==> src/rtl/bgc_pkg.sv <==
package bgc_pkg;
  // Register offsets inside one bank window
  localparam logic [5:0] OFS_MSTAT    = 6'h00; // read-only masked status
  localparam logic [5:0] OFS_STAT     = 6'h04; // raw status, write-1-to-clear
  localparam logic [5:0] OFS_MASK_CLR = 6'h08; // read mask, write ones to unmask
  localparam logic [5:0] OFS_MASK_SET = 6'h0C; // write ones to mask
  localparam logic [5:0] OFS_DIR      = 6'h10; // 1 = input
  localparam logic [5:0] OFS_OUT      = 6'h14;
  localparam logic [5:0] OFS_IN       = 6'h18; // read-only pad level
  localparam logic [5:0] OFS_TYPE     = 6'h20; // 1 = level, 0 = edge

  localparam int WIN_BITS = 6; // 64-byte window per bank

  // Per-bank register state
  typedef struct packed {
    logic [7:0] dir;
    logic [7:0] dout;
    logic [7:0] itype;
    logic [7:0] mask;
  } bgc_cfg_t;
endpackage

==> src/rtl/bgc_sync.sv <==
module bgc_sync #(
  parameter int W      = 32,
  parameter int STAGES = 2
) (
  input  logic         clk,
  input  logic         rst_n,
  input  logic [W-1:0] d,
  output logic [W-1:0] q
);
  logic [STAGES-1:0][W-1:0] stg_q;
  logic [STAGES-1:0][W-1:0] stg_d;

  always_comb begin
    stg_d = {stg_q[STAGES-2:0], d};
  end

  always_ff @(posedge clk or negedge rst_n) begin
    if (!rst_n) stg_q <= '0;
    else        stg_q <= stg_d;
  end

  assign q = stg_q[STAGES-1];
endmodule

==> src/rtl/bgc_bank.sv <==
module bgc_bank
  import bgc_pkg::*;
#(
  parameter int PINS = 8,
  parameter int DW   = 32
) (
  input  logic            clk,
  input  logic            rst_n,
  input  logic [PINS-1:0] pin_sync,
  input  logic            wr_en,
  input  logic [5:0]      wr_ofs,
  input  logic [PINS-1:0] wr_data,
  input  logic [5:0]      rd_ofs,
  output logic [DW-1:0]   rd_data,
  output logic [PINS-1:0] out_q,
  output logic [PINS-1:0] dir_q,
  output logic [PINS-1:0] stat_q,
  output logic [PINS-1:0] mask_q,
  output logic [PINS-1:0] mstat
);
  logic [PINS-1:0] type_q, prev_q;
  logic [PINS-1:0] dir_d, out_d, type_d, mask_d, stat_d;
  logic [PINS-1:0] clr_bits, rise, evt;
  logic            cfg_we;

  // next-state logic
  always_comb begin
    dir_d    = dir_q;
    out_d    = out_q;
    type_d   = type_q;
    mask_d   = mask_q;
    clr_bits = '0;
    cfg_we   = 1'b0;
    if (wr_en) begin
      case (wr_ofs)
        OFS_DIR:      begin dir_d  = wr_data;            cfg_we = 1'b1; end
        OFS_OUT:      begin out_d  = wr_data;            cfg_we = 1'b1; end
        OFS_TYPE:     begin type_d = wr_data;            cfg_we = 1'b1; end
        OFS_MASK_SET: begin mask_d = mask_q | wr_data;   cfg_we = 1'b1; end
        OFS_MASK_CLR: begin mask_d = mask_q & ~wr_data;  cfg_we = 1'b1; end
        OFS_STAT:     clr_bits = wr_data;
        default:      ;
      endcase
    end
    rise   = pin_sync & ~prev_q;
    evt    = (type_q & pin_sync) | (~type_q & rise);
    // a new event wins over a clear in the same cycle
    stat_d = (stat_q & ~clr_bits) | evt;
  end

  // configuration registers, enabled by a decoded write
  always_ff @(posedge clk or negedge rst_n) begin
    if (!rst_n) begin
      dir_q  <= '1;
      out_q  <= '0;
      type_q <= '0;
      mask_q <= '1;
    end else if (cfg_we) begin
      dir_q  <= dir_d;
      out_q  <= out_d;
      type_q <= type_d;
      mask_q <= mask_d;
    end
  end

  // event state, updated every cycle
  always_ff @(posedge clk or negedge rst_n) begin
    if (!rst_n) begin
      stat_q <= '0;
      prev_q <= '0;
    end else begin
      stat_q <= stat_d;
      prev_q <= pin_sync;
    end
  end

  assign mstat = stat_q & ~mask_q;

  // read multiplexer
  always_comb begin
    rd_data = '0;
    case (rd_ofs)
      OFS_MSTAT:    rd_data[PINS-1:0] = mstat;
      OFS_STAT:     rd_data[PINS-1:0] = stat_q;
      OFS_MASK_CLR: rd_data[PINS-1:0] = mask_q;
      OFS_DIR:      rd_data[PINS-1:0] = dir_q;
      OFS_OUT:      rd_data[PINS-1:0] = out_q;
      OFS_IN:       rd_data[PINS-1:0] = pin_sync;
      OFS_TYPE:     rd_data[PINS-1:0] = type_q;
      default:      rd_data = '0;
    endcase
  end
endmodule

==> src/rtl/bgc_gpio_ctrl.sv <==
module bgc_gpio_ctrl
  import bgc_pkg::*;
#(
  parameter  int BANKS       = 4,
  parameter  int PINS        = 8,
  parameter  int DW          = 32,
  parameter  int SYNC_STAGES = 2,
  localparam int NPINS       = BANKS * PINS,
  localparam int SELW        = $clog2(BANKS),
  localparam int AW          = SELW + WIN_BITS
) (
  input  logic             clk,
  input  logic             rst_n,
  input  logic [AW-1:0]    bus_addr,
  input  logic             bus_wr,
  input  logic [DW-1:0]    bus_wdata,
  output logic [DW-1:0]    bus_rdata,
  input  logic [NPINS-1:0] pad_in,
  output logic [NPINS-1:0] pad_out,
  output logic [NPINS-1:0] pad_oe,
  output logic             irq
);
  // reset: asserted asynchronously, released on the clock
  logic [1:0] rst_q;
  logic       rst_sync_n;

  always_ff @(posedge clk or negedge rst_n) begin
    if (!rst_n) rst_q <= '0;
    else        rst_q <= {rst_q[0], 1'b1};
  end
  assign rst_sync_n = rst_q[1];

  logic [NPINS-1:0] pad_s;
  bgc_sync #(.W(NPINS), .STAGES(SYNC_STAGES)) u_sync (
    .clk   (clk),
    .rst_n (rst_sync_n),
    .d     (pad_in),
    .q     (pad_s)
  );

  logic [SELW-1:0]  sel_bank;
  logic [5:0]       ofs;
  logic [DW-1:0]    bank_rd [BANKS];
  logic [NPINS-1:0] stat_all, mask_all, mstat_all, dir_all;
  logic             unused_wdata_hi;

  assign sel_bank        = bus_addr[AW-1:WIN_BITS];
  assign ofs             = bus_addr[WIN_BITS-1:0];
  assign unused_wdata_hi = ^bus_wdata[DW-1:PINS];

  for (genvar b = 0; b < BANKS; b++) begin : g_bank
    logic bank_we;
    assign bank_we = bus_wr && (sel_bank == SELW'(b));

    bgc_bank #(.PINS(PINS), .DW(DW)) u_bank (
      .clk      (clk),
      .rst_n    (rst_sync_n),
      .pin_sync (pad_s[b*PINS +: PINS]),
      .wr_en    (bank_we),
      .wr_ofs   (ofs),
      .wr_data  (bus_wdata[PINS-1:0]),
      .rd_ofs   (ofs),
      .rd_data  (bank_rd[b]),
      .out_q    (pad_out[b*PINS +: PINS]),
      .dir_q    (dir_all[b*PINS +: PINS]),
      .stat_q   (stat_all[b*PINS +: PINS]),
      .mask_q   (mask_all[b*PINS +: PINS]),
      .mstat    (mstat_all[b*PINS +: PINS])
    );
  end

  assign pad_oe    = ~dir_all;
  assign bus_rdata = bank_rd[sel_bank];
  assign irq       = |mstat_all;
endmodule

==> config.mk <==
export PLATFORM = sky130hd
export DESIGN_NAME = bgc_gpio_ctrl
export DESIGN_NICKNAME = d
export VERILOG_FILES = /design/src/rtl/bgc_pkg.sv /design/src/rtl/bgc_sync.sv /design/src/rtl/bgc_bank.sv /design/src/rtl/bgc_gpio_ctrl.sv
export SDC_FILE = /design/constraint.sdc
export NUM_CORES = 1
export LEC_CHECK = 0
export ABC_AREA = 1
export BUFFER_PORTS_ARGS = -buffer_cell sky130_fd_sc_hd__buf_2
export CORE_ASPECT_RATIO = 1.75
export CORE_MARGIN = 8
export CORE_UTILIZATION = 32
export DETAILED_ROUTE_END_ITERATION = 6
export MAX_ROUTING_LAYER = met4
export PLACE_DENSITY = 0.58
export SYNTH_ARGS = -nofsm -noshare
export SYNTH_HDL_FRONTEND = slang
export SYNTH_HIERARCHICAL = 1
export SYNTH_SLANG_ARGS = --single-unit
==> constraint.sdc <==
create_clock -name clk -period 17.35 [get_ports clk]
set_clock_uncertainty 0.05 [all_clocks]
set_input_delay 1.735 -clock clk [delete_from_list [all_inputs] [get_ports clk]]
set_output_delay 1.735 -clock clk [all_outputs]
set_load 0.02 [all_outputs]
==> After elaboration in Yosys (flattened, before gate mapping) <==
Index checks and enable logic that the tools add are counted.
{ "totals": {"rom_bits": 0, "inputBits": 75, "wordCells": 139, "n_memories": 0, "out_inout_bits": 97, "latchBits": 0, "mem_bits_rw": 0, "ff_bits": 258} }
{ "classes": {"div_mod_pow": 0, "n_mul": 0, "n_eq_ne": 10, "bitwise": 55, "n_reduce_logical": 25, "n_lt_le_gt_ge": 1, "shift": 0, "add_sub_neg": 0, "mux": 21} }
{ "ops": {"columns": ["op", "count"], "rows": [
  ["8-bit one-hot mux with 7 select lines", 4],
  ["8-bit bitwise AND", 24],
  ["8-bit NOT", 17],
  ["8-bit bitwise OR", 12],
  ["32-bit binary-select mux with 2-bit select", 1],
  ["32-bit two-way mux", 2],
  ["8-bit one-hot mux with 2 select lines", 4],
  ["3-bit AND reduction", 16],
  ["8-bit two-way mux", 5],
  ["32-bit NOT", 1],
  ["32-bit OR reduction", 1],
  ["6-bit by 5-bit == test with 1-bit output (second input constant)", 3],
  ["6-bit by 4-bit == test with 1-bit output (second input constant)", 2],
  ["6-bit by 3-bit == test with 1-bit output (second input constant)", 1],
  ["6-bit == test (second input constant)", 1],
  ["6-bit logical NOT", 1],
  ["1-bit two-way mux", 5],
  ["5-bit OR reduction", 1],
  ["2-bit == test (second input constant)", 2],
  ["1-bit logical AND", 4],
  ["3-bit greater-or-equal comparator (second input constant)", 1],
  ["2-bit NOT with 3-bit output", 1],
  ["2-bit by 1-bit == test with 1-bit output (second input constant)", 1],
  ["2-bit logical NOT", 1],
  ["2-bit nonzero test", 1]
]} }

==> Depth between registers and ports, before layout <==
Gate-level depths: netlist of the first run.
{ "depth": {"depth_word": 6, "ltp_mapped": 9, "depth_no_buf": 9} }

==> Hierarchy <==
Netlist of the first run, hierarchy kept.
{ "by_module_without_submodules": {"columns": ["module", "cells_each", "area_each_um2", "seq_area_each_um2", "instances"], "rows": [
  ["bgc_bank", 382, 2945.3, 1221.2, 4],
  ["bgc_sync", 64, 1601.5, 1601.5, 1],
  ["bgc_gpio_ctrl", 222, 1198.6, 50.0, 1]
]} }

==> Worst setup path before layout of the first run <==
No wires, ideal clock.
{ "synth_path": {"path_type": "in2out", "from": "input port bus_addr[1]", "to": "output port bus_rdata[3]", "required_time_ps": 15565, "stages": 8, "path_buffers": 1, "arrival_ps": 2607, "slack_ps": 12958, "path_cell_list": "nor2_2 buf_2 nand4_1 nand2_1 nor2_1 nand2_1 a22oi_2 nand2_1"} }
{ "synth_lines": {"columns": ["item", "line", "rtl"], "rows": [
  ["start: declaration", "bgc_gpio_ctrl.sv:14", "input logic [AW-1:0] bus_addr,"],
  ["end: declaration", "bgc_gpio_ctrl.sv:17", "output logic [DW-1:0] bus_rdata,"]
]} }

==> key figures, run 1 <==
Placed design
  • Setup WS pre-CTS: 11.25 ns
  • Post-place instance area: about 15000 µm²
  • I/O Buffers: between 100 and 150
  • Hpwl dp: 32.68 mm
  • RD Place Congestion: just over 0.9

STA
  • Slew @ Worst Pin: between 1 and 1.5 ns
  • Setup TNS: 0 ns
  • Tmin final: between 6 and 7 ns
  • Worst relative slew slack: 0.2480
  • Fin worst setup slack: between 10 and 15 ns
  • RSZ-0062 raised after global routing: no
  • Fin crit share: 0.3541
  • Final setup violation count: 0
  • Fmax: roughly 160 MHz
  • Final Slew Violations: 0
  • Final hold vios: 0

Power
  • Psw: slightly below 0.4 mW
  • Pleak: just over 8 nW
  • Switching Share: 0.2718
  • Pwr Density: around 90 nW/µm²
  • Power Internal: about 1.1 mW
  • Clock power frac: 0.437
  • Total power: between 1 and 1.5 mW
  • Sequential Power Share: 0.454
  • Logic pwr share: 0.110
  • Maximum vdd ir drop: between 60 and 70 µV

Logic synthesis
  • Synth Area in XOR/XNOR: 0
  • Post-synth cell types: 27
  • Synth warn: 6
  • Synth Area in Compound Gates: 0.07791
  • Area leader, netlist: dfrtp_1
  • Post-Synth Simple-Gate Area: 0.3423
  • Main combinational cell family by area after synthesis: simple AND/OR/NAND/NOR gates
  • Synth top area share: 0.3329
  • Flops & latches, synth: between 200 and 300
  • Seq/Total Area, Yosys: 0.4483
  • Synth Cell Area: between 10000 and 15000 µm²
  • Top post-synthesis cells by area: dfrtp_1 (33%), nand2_1 (12%), dfstp_2 (12%)
  • Post-Synth Adder-Cell Area: 0
  • Syn Inst Count: 1814
  • Mux cell area share after synthesis: 0
  • Post-Syn Area per Cell: ~8.0 µm²

GRT
  • GRT overflow: 0
  • Total track usage: 0.1775
  • Global-route wire length before repair: 71.75 mm
  • Met2 Use GR: 0.3084
  • Largest net degree at the start of global routing: 77
  • Grt met1 use: 0.1919
  • Most Crowded Layer GR: met2
  • Vias in the first global route: 12410
  • Met3 Usage GRT: 0.02324
  • Initial antenna violation count: 3

Finish
  • Post-Layout Inst Area: around 16000 µm²
  • Sequential standard cell area: ~6500 µm²
  • Layout cell share with drive strength beyond 1: 0.2090
  • Fillers: roughly 4700
  • Final nets: just under 2000
  • Commonest non-fill, non-tap cell in the layout: nand2_1
  • Leading cell types in the layout, fill and taps excluded: nand2_1 (481), dfrtp_1 (193), inv_1 (174)
  • Area of the multi-input gates: around 6500 µm²
  • Synth-to-Final Area Change: 10.98%

Worst setup path
  • Crit path capture type: output pin
  • CP max-delay cell: buf_2
  • Reg2reg path depth: 2
  • CP required: ~16 ns
  • CP top delay family: simple AND/OR/NAND/NOR gates
  • Crit path largest cell delay: between 0.7 and 0.8 ns
  • Crit path cell chain: buf_2 > nor2_2 > nand4_1 > nand2_1 > nor2_1 > nand2_1 > a22oi_1 > nand2_1 > buf_2
  • Crit path top cell by count: nand2_1
  • Crit path DAT: roughly 4.4 ns
  • WP buf/inv: 2
  • Levels on crit path: 9
  • Crit path kind: in2out
  • Critical path launch point type: input pin
  • Crit-path max FO: 32

Die
  • Die H: about 300 µm
  • Die W: approximately 180 µm
  • I/O Pins: 172
  • FP Rows: about 100
  • Core region area: about 45000 µm²
  • Die area: approximately 53000 µm²
  • Starting Density: 0.3233

Route
  • Post-Route WL: 46.35 mm
  • DRT iter0 DRCs: 847
  • Drc violations: 0
  • Vias/cell: about 4.9
  • First drt pass iteration count: 6
  • Via count: 12410
  • Antenna violation net count after detailed routing: 0
  • Drt wl/cell: roughly 18 µm

Worst hold path
  • Hold/Removal Path Class: reg2reg
  • Worst hold path depth: 0

CTS
  • Clock tree buffer depth: 3
  • Post-CTS resize count: 0
  • Clk sink count: approximately 260
  • Clk_lat worst skew: between 0.5 and 0.6 ns
  • CTS Buf Count: 25
  • Clock slew at reported path FFs: approximately 0.060 ns
  • CTS tree: done
  • Hold buffer count at CTS: 0
  • H-tree depth: 1
  • Post-CTS Setup Bufs: 0
  • Root buf cell: clkbuf_16

Run status
  • Run status: finished, final reports clean

Job
  • Max cap viols: 0
-- final timing paths --
path / from / endpoint / slack, ns
max in group asynchronous: rst_q[1] / u_sync/q[2] / 14.72
min in group asynchronous: rst_q[1] / g_bank[2].u_bank/prev_q[2] / 0.34
min: u_sync/stg_d[52] / u_sync/q[20] / 0.30
max reg2reg: rst_q[1] / u_sync/q[2] / 14.72
max: bus_addr[3] / bus_rdata[4] / 11.21
min reg2reg: u_sync/stg_d[52] / u_sync/q[20] / 0.30
-- stage by stage --
step	util	std cells	hold WS [ns]
6_report	0.3588	2513	0.2969
5_1_grt	0.3588	2513	0.3044
4_1_cts	0.3586	2510	0.2997
3_5_place_dp	0.3374	2464	0.2847
3_3_place_gp	0.3374	2464	0.2860
2_1_floorplan	-	1906	0.2812
-- synthesized netlist by cell type, drive strengths merged --
| cell type | instances |
|---|---|
| o21ai | 128 |
| nor2 | 210 |
| conb | 5 |
| and2 | 2 |
| a22oi | 42 |
| nand2 | 495 |
| dfrtp | 194 |
| and3 | 4 |
| inv | 196 |
| buf | 156 |
| nor3 | 34 |
| dfstp | 64 |
| nand4 | 156 |
| nand3 | 128 |
-- routing by layer --
metal  wire length, µm  vias to the layer above
li1                  -                     5948
met1             17600                     5930
met2             23860                      400
met3              2156                      129
met4              2742                        0
met5                 0                        -
-- power groups by stage --
stage               clock network, mW  logic (mW)  registers (mW)
floorplan                           0       0.111           0.674
global placement                    0       0.156           0.672
detailed placement                  0       0.158           0.672
CTS                             0.653       0.159           0.662
global route                    0.676       0.176           0.665
finish                          0.637       0.160           0.661
-- cells by family (layout without fill, tap and decap cells) --
family	Yosys count	after routing
and+or+nand+nor	1029	1029
buffers and inverters	352	379
DFF	258	258
AOI/OAI and AO/OA	170	170
other	5	100
-- area by class of cell --
cell class                      instances  share of cell area
Tap cell                              577             0.04461
Inverter                              196             0.04546
Clock buffer                           29             0.04206
Clock inverter                         17             0.01701
Timing Repair Buffer                  137             0.04453
Sequential cell                       258              0.4041
Antenna cell                            3           0.0004639
Multi-Input combinational cell       1296              0.4017
Power figures use the tool's default switching activity.
==> run 2, diff against run 1 <==
==> constraint.sdc (replaced) <==
create_clock -name clk -period 5.85 [get_ports clk]
set_clock_uncertainty 0.05 [all_clocks]
set_input_delay 0.585 -clock clk [delete_from_list [all_inputs] [get_ports clk]]
set_output_delay 0.585 -clock clk [all_outputs]
set_load 0.02 [all_outputs]
==> run 2 against run 1 <==
Clock-buffer cell count up 9. Die area stayed put. Worst hold slack worse by 0.22 ns. Critical path type unchanged.
==> key figures, run 2 (synthesized netlist as in run 1, its figures left out) <==
Run status
  • Run status: finished, final reports clean

Die
  • I/O Pins: 172 (unchanged)
  • Starting Density: 0.3233 (unchanged)
  • FP Rows: 103 (unchanged)
  • Die area: 52920 µm² (unchanged)
  • Die H: 298.4 µm (unchanged)
  • Core region area: 45110 µm² (unchanged)
  • Die W: 177.4 µm (unchanged)

CTS
  • Post-CTS Setup Bufs: 0 (unchanged)
  • Hold buffer count at CTS: 1 (+1)
  • Clk_lat worst skew: 0.55 ns (about the same)
  • CTS tree: done
  • H-tree depth: 1 (unchanged)
  • Post-CTS resize count: 0 (unchanged)
  • Clk sink count: 258 (unchanged)
  • Root buf cell: clkbuf_16
  • Clock tree buffer depth: 3 (unchanged)
  • Clock slew at reported path FFs: 0.06 ns (about the same)
  • CTS Buf Count: 26 (+4.0%)

Worst setup path
  • Crit-path max FO: 24 (-25%)
  • Crit path kind: in2out
  • Crit path capture type: output pin
  • Crit path DAT: 3.11 ns (-1.25 ns)
  • CP required: 5.22 ns (-10.35 ns)
  • Critical path launch point type: input pin

Power
  • Power Internal: 3.108 mW (+190%)
  • Pleak: 8.227 nW (-0.21%)
  • Maximum vdd ir drop: 169.2 µV (+180%)
  • Psw: 1.161 mW (+190%)
  • Clock power frac: 0.428 (-0.009)
  • Pwr Density: 264.0 nW/µm² (+190%)
  • Logic pwr share: 0.114 (+0.004)
  • Sequential Power Share: 0.458 (+0.004)
  • Switching Share: 0.2720 (about the same)

STA
  • Worst relative slew slack: 0.1800 (-0.06798)
  • Slew @ Worst Pin: 1.229 ns (+0.1019 ns)
  • RSZ-0062 raised after global routing: no
  • Final Slew Violations: 0 (unchanged)
  • Setup TNS: 0 ns (unchanged)
  • Worst hold margin: 0.07199 ns (-0.2250 ns)
  • Final hold vios: 0 (unchanged)
  • Fin crit share: 0.6400
  • Final setup violation count: 0 (unchanged)
  • Tmin final: 3.744 ns
  • Fmax: around 270 MHz

GRT
  • Initial antenna violation count: 0 (-3)
  • Largest net degree at the start of global routing: 175 (+130%)
  • Vias in the first global route: 12550 (+1.1%)
  • Total track usage: 0.1819 (+0.004444)
  • Global-route wire length before repair: 73.53 mm (+2.5%)
  • GRT overflow: 0 (unchanged)

Finish
  • Synth-to-Final Area Change: 10.89% (about the same)
  • Leading cell types in the layout, fill and taps excluded: nand2_1 (481), dfrtp_1 (193), inv_1 (174)
  • Fillers: 4747 (+0.91%)
  • N_diodes: 0 (-3)
  • Final nets: 1991 (+0.10%)
  • Layout cell share with drive strength beyond 1: 0.2062 (-0.002800)
  • Sequential standard cell area: 6540 µm² (unchanged)
  • Commonest non-fill, non-tap cell in the layout: nand2_1
  • Area of the multi-input gates: 6511 µm² (+0.15%)

Route
  • Drt wl/cell: 18.74 µm (+1.6%)
  • DRT iter0 DRCs: 858 (+1.3%)
  • Drc violations: 0 (unchanged)
  • First drt pass iteration count: 5 (-1)
  • Antenna violation net count after detailed routing: 0 (unchanged)
  • Via count: 12360 (-0.39%)
  • Vias/cell: 4.920 (-0.35%)
  • Post-Route WL: 47.08 mm (+1.6%)

Worst hold path
  • Hold/Removal Path Class: reg2async

Placed design
  • I/O Buffers: 123 (unchanged)
  • RD Place Congestion: 0.9127 (-0.76%)
  • Hpwl dp: 32.97 mm (+0.89%)

Job
  • Max cap viols: 0 (unchanged)
==> run 2: path summary, 6_finish.rpt <==
path	start	to	slack, ns	cells past startpoint
setup / recovery	bus_addr[1]	bus_rdata[1]	2.11	10
max in group asynchronous	rst_q[1]	g_bank[0].u_bank/prev_q[5]	4.47	1
hold reg to reg	rst_q[1]	u_sync/stg_d[51]	0.07	0
min in group clk	pad_in[6]	u_sync/stg_d[38]	0.09	1
hold / removal	rst_q[1]	u_sync/stg_d[51]	0.07	0
setup reg to reg	rst_q[1]	g_bank[0].u_bank/prev_q[5]	4.47	1
==> run 2: critical path, stage by stage <==
cell and delay [ns]:
buf_2 0.25, nor2_2 0.92, buf_4 0.32, nand4_1 0.09, nand2_1 0.20, nor2_1 0.06, nand2_1 0.08, a22oi_1 0.15
nand2_1 0.22, buf_2 0.19
==> run 2: power groups by stage <==
stage	clock network [mW]	logic, mW	registers, mW
3_3_place_gp	0	0.472	1.99
3_5_place_dp	0	0.480	1.99
6_report	1.83	0.487	1.96
5_1_grt	1.94	0.538	1.97
4_1_cts	1.87	0.482	1.96
2_1_floorplan	0	0.329	2.00
==> run 2: area by class of cell <==
class                      instances  area share
sequential                       258      0.4045
multi-input combinational       1296      0.4027
clock buffer                      38     0.04620
timing repair buffer             138     0.04596
inverter                         196     0.04550
tap                              577     0.04465
clock inverter                     9     0.01052
==> run 2: through the flow <==
step	power, mW	cell area (µm²)	util	instances	setup slack [ns]
floorplan	2.327	14930	-	1906	1.628
global placement	2.458	15240	0.3379	2464	2.142
detailed placement	2.467	15240	0.3379	2464	2.105
CTS	4.312	16170	0.3585	2512	2.124
global route	4.442	16170	0.3585	2512	1.973
finish	4.269	16170	0.3585	2512	2.106
==> run 2: layer usage <==
metal  wire length [µm]  vias up  GRT usage
met5                  0        -          -
met4               2983        0     0.1089
met3               2496      119    0.02311
met2              24060      459     0.3114
met1              17550     5830     0.1980
li1                   -     5951          -
==> run 3, diff against run 2 <==
--- a/config.mk
+++ b/config.mk
@@ -12,7 +12,7 @@
 export CORE_UTILIZATION = 32
 export DETAILED_ROUTE_END_ITERATION = 6
 export MAX_ROUTING_LAYER = met4
-export PLACE_DENSITY = 0.58
+export PLACE_DENSITY = 0.6
 export SYNTH_ARGS = -nofsm -noshare
 export SYNTH_HDL_FRONTEND = slang
 export SYNTH_HIERARCHICAL = 1
==> constraint.sdc (replaced) <==
create_clock -name clk -period 3.17 [get_ports clk]
set_clock_uncertainty 0.05 [all_clocks]
set_input_delay 0.317 -clock clk [delete_from_list [all_inputs] [get_ports clk]]
set_output_delay 0.317 -clock clk [all_outputs]
set_load 0.02 [all_outputs]
==> run 3 against run 2 <==
Via count rose by 2.2%. Final area grew 3.6%. Combinational power up 98%. Worst hold slack lost 0.041 ns. Largest cell class unchanged. Highest routed layer unchanged.
==> key figures, run 3 (synthesized netlist as in run 1, its figures left out) <==
Run status
  • Run status: finished, final reports clean

STA
  • Final Slew Violations: 0 (unchanged)
  • Setup TNS: 0 ns (unchanged)
  • Final setup violation count: 0 (unchanged)
  • RSZ-0062 raised after global routing: no
  • Fmax: roughly 340 MHz
  • Fin worst setup slack: 0.2641 ns (-1.842 ns)
  • Fin crit share: 0.9167
  • Worst relative slew slack: 0.1735 (-0.006491)
  • Tmin final: about 2.9 ns
  • Final hold vios: 0 (unchanged)
  • Slew @ Worst Pin: 1.238 ns (+0.009726 ns)

Worst setup path
  • Critical path launch point type: input pin
  • Crit-path max FO: 26 (+8.3%)
  • Crit path kind: in2out
  • CP required: 2.80 ns (-2.42 ns)
  • Crit path DAT: 2.54 ns (-0.57 ns)
  • Reg2reg path depth: 2 (+1)
  • Crit path capture type: output pin

Route
  • Drt wl/cell: 18.17 µm (-3.0%)
  • DRT iter0 DRCs: 747 (-13%)
  • Post-Route WL: 46.94 mm (-0.31%)
  • First drt pass iteration count: 5 (unchanged)
  • Antenna violation net count after detailed routing: 0 (unchanged)
  • Via count: 12630 (+2.2%)
  • Drc violations: 0 (unchanged)
  • Vias/cell: 4.889 (-0.64%)

GRT
  • GRT overflow: 0 (unchanged)
  • Global-route wire length before repair: 72.99 mm (-0.74%)
  • Initial antenna violation count: 1 (+1)
  • Total track usage: 0.1807 (-0.001215)
  • Largest net degree at the start of global routing: 93 (-47%)
  • Vias in the first global route: 12570 (+0.14%)

CTS
  • CTS tree: done
  • Clock slew at reported path FFs: 0.06 ns (about the same)
  • Clock tree buffer depth: 3 (unchanged)
  • CTS Buf Count: 26 (unchanged)
  • Clk_lat worst skew: 0.55 ns (about the same)
  • Clk sink count: 258 (unchanged)
  • Root buf cell: clkbuf_16
  • Post-CTS Setup Bufs: 0 (unchanged)
  • H-tree depth: 1 (unchanged)

Finish
  • Layout cell share with drive strength beyond 1: 0.2190 (+0.01275)
  • Leading cell types in the layout, fill and taps excluded: nand2_1 (481), dfrtp_1 (193), inv_1 (174)
  • Commonest non-fill, non-tap cell in the layout: nand2_1
  • Final nets: 2061 (+3.5%)
  • Post-Layout Inst Area: 16750 µm² (+3.6%)
  • Area of the multi-input gates: 6506 µm² (about the same)
  • Final Core Density: 0.3715 (+0.01298)
  • Synth-to-Final Area Change: 14.90%
  • Fillers: 4711 (-0.76%)
  • Sequential standard cell area: 6540 µm² (unchanged)

Power
  • Pleak: 8.535 nW (+3.7%)
  • Maximum vdd ir drop: 336.0 µV (+99%)
  • Pwr Density: 463.8 nW/µm² (+76%)

Die
  • FP Rows: 103 (unchanged)
  • Starting Density: 0.3233 (unchanged)
  • I/O Pins: 172 (unchanged)
  • Core region area: 45110 µm² (unchanged)
  • Die area: 52920 µm² (unchanged)
  • Die H: 298.4 µm (unchanged)
  • Die W: 177.4 µm (unchanged)

Placed design
  • I/O Buffers: 123 (unchanged)
  • RD Place Congestion: 0.8866 (-2.9%)
  • Hpwl dp: 34.40 mm (+4.3%)
  • Post-place instance area: 15550 µm² (+2.0%)
  • Setup WS pre-CTS: 0.3488 ns (-1.757 ns)

Worst hold path
  • Hold/Removal Path Class: in2async

Job
  • Max cap viols: 0 (unchanged)
run 3: cell count changes in the layout (fill, tap and decap cells not counted), sizes merged:
cell,previous run,this run
buf,137,175
dlygate4sd3,1,33
bufinv,5,3
clkbuf,38,36
clkinv,4,6
clkinvlp,0,2
diode,0,1
run 3: through the flow:
| stage | std cells | power (mW) | hold WS [ns] |
|---|---|---|---|
| floorplan | 1906 | 4.294 | -0.02859 |
| finish | 2583 | 7.771 | 0.03123 |
| detailed placement | 2502 | 4.587 | 0.05446 |
| global placement | 2502 | 4.570 | 0.05435 |
| CTS | 2582 | 7.868 | 0.008487 |
| global route | 2583 | 8.092 | 0.02384 |
run 3: final timing paths:
path / end / startpoint / slack [ns]
setup reg to reg: g_bank[0].u_bank/stat_q[3] / g_bank[0].u_bank/type_q[3] / 2.21
hold reg to reg: u_sync/q[22] / u_sync/stg_d[54] / 0.30
min in group clk: flop / bus_wdata[3] / 0.08
hold / removal: rst_q[1] / rst_n / 0.03
max in group asynchronous: g_bank[0].u_bank/dir_q[6] / rst_q[1] / 2.27
setup / recovery: bus_rdata[0] / bus_addr[1] / 0.26
run 3: final cells by class:
class	count	share of cell area
clock inverters	11	0.008065
multi-input cells	1296	0.3883
diodes	1	0.0001494
well taps	577	0.04309
clock buffers	36	0.04413
repair buffers	208	0.08200
inverters	196	0.04391
flip-flops and latches	258	0.3903
run 3: per-layer routing:
metal	part of all wire	routed length, µm	global-route usage
met1	0.39	18230	0.2022
met2	0.51	23940	0.3095
met3	0.046	2172	0.02096
met4	0.055	2599	0.09679
met5	0	0	-
run 3: critical path, stage by stage:
cell and delay (ns):
buf_2 0.14, nor2_2 0.95, buf_4 0.32, nand4_1 0.10, nand2_1 0.12, nor2_1 0.04
nand2_1 0.09, nand2_1 0.08, nand4_1 0.16, buf_2 0.20
run 3: power by group:
| group | total (mW) | internal (mW) | switching, mW |
|---|---|---|---|
| clock | 3.20 | 1.87 | 1.33 |
| sequential | 3.61 | 3.49 | 0.116 |
| combinational | 0.966 | 0.264 | 0.701 |
| total | 7.77 | 5.63 | 2.14 |
run 3: timing repair:
item / in CTS / in global routing
setup endpoints to repair: 0 / 0
gates resized for setup: 0 / 0
endpoints found under the hold margin: 34 / 0
hold buffers: 33 / 0
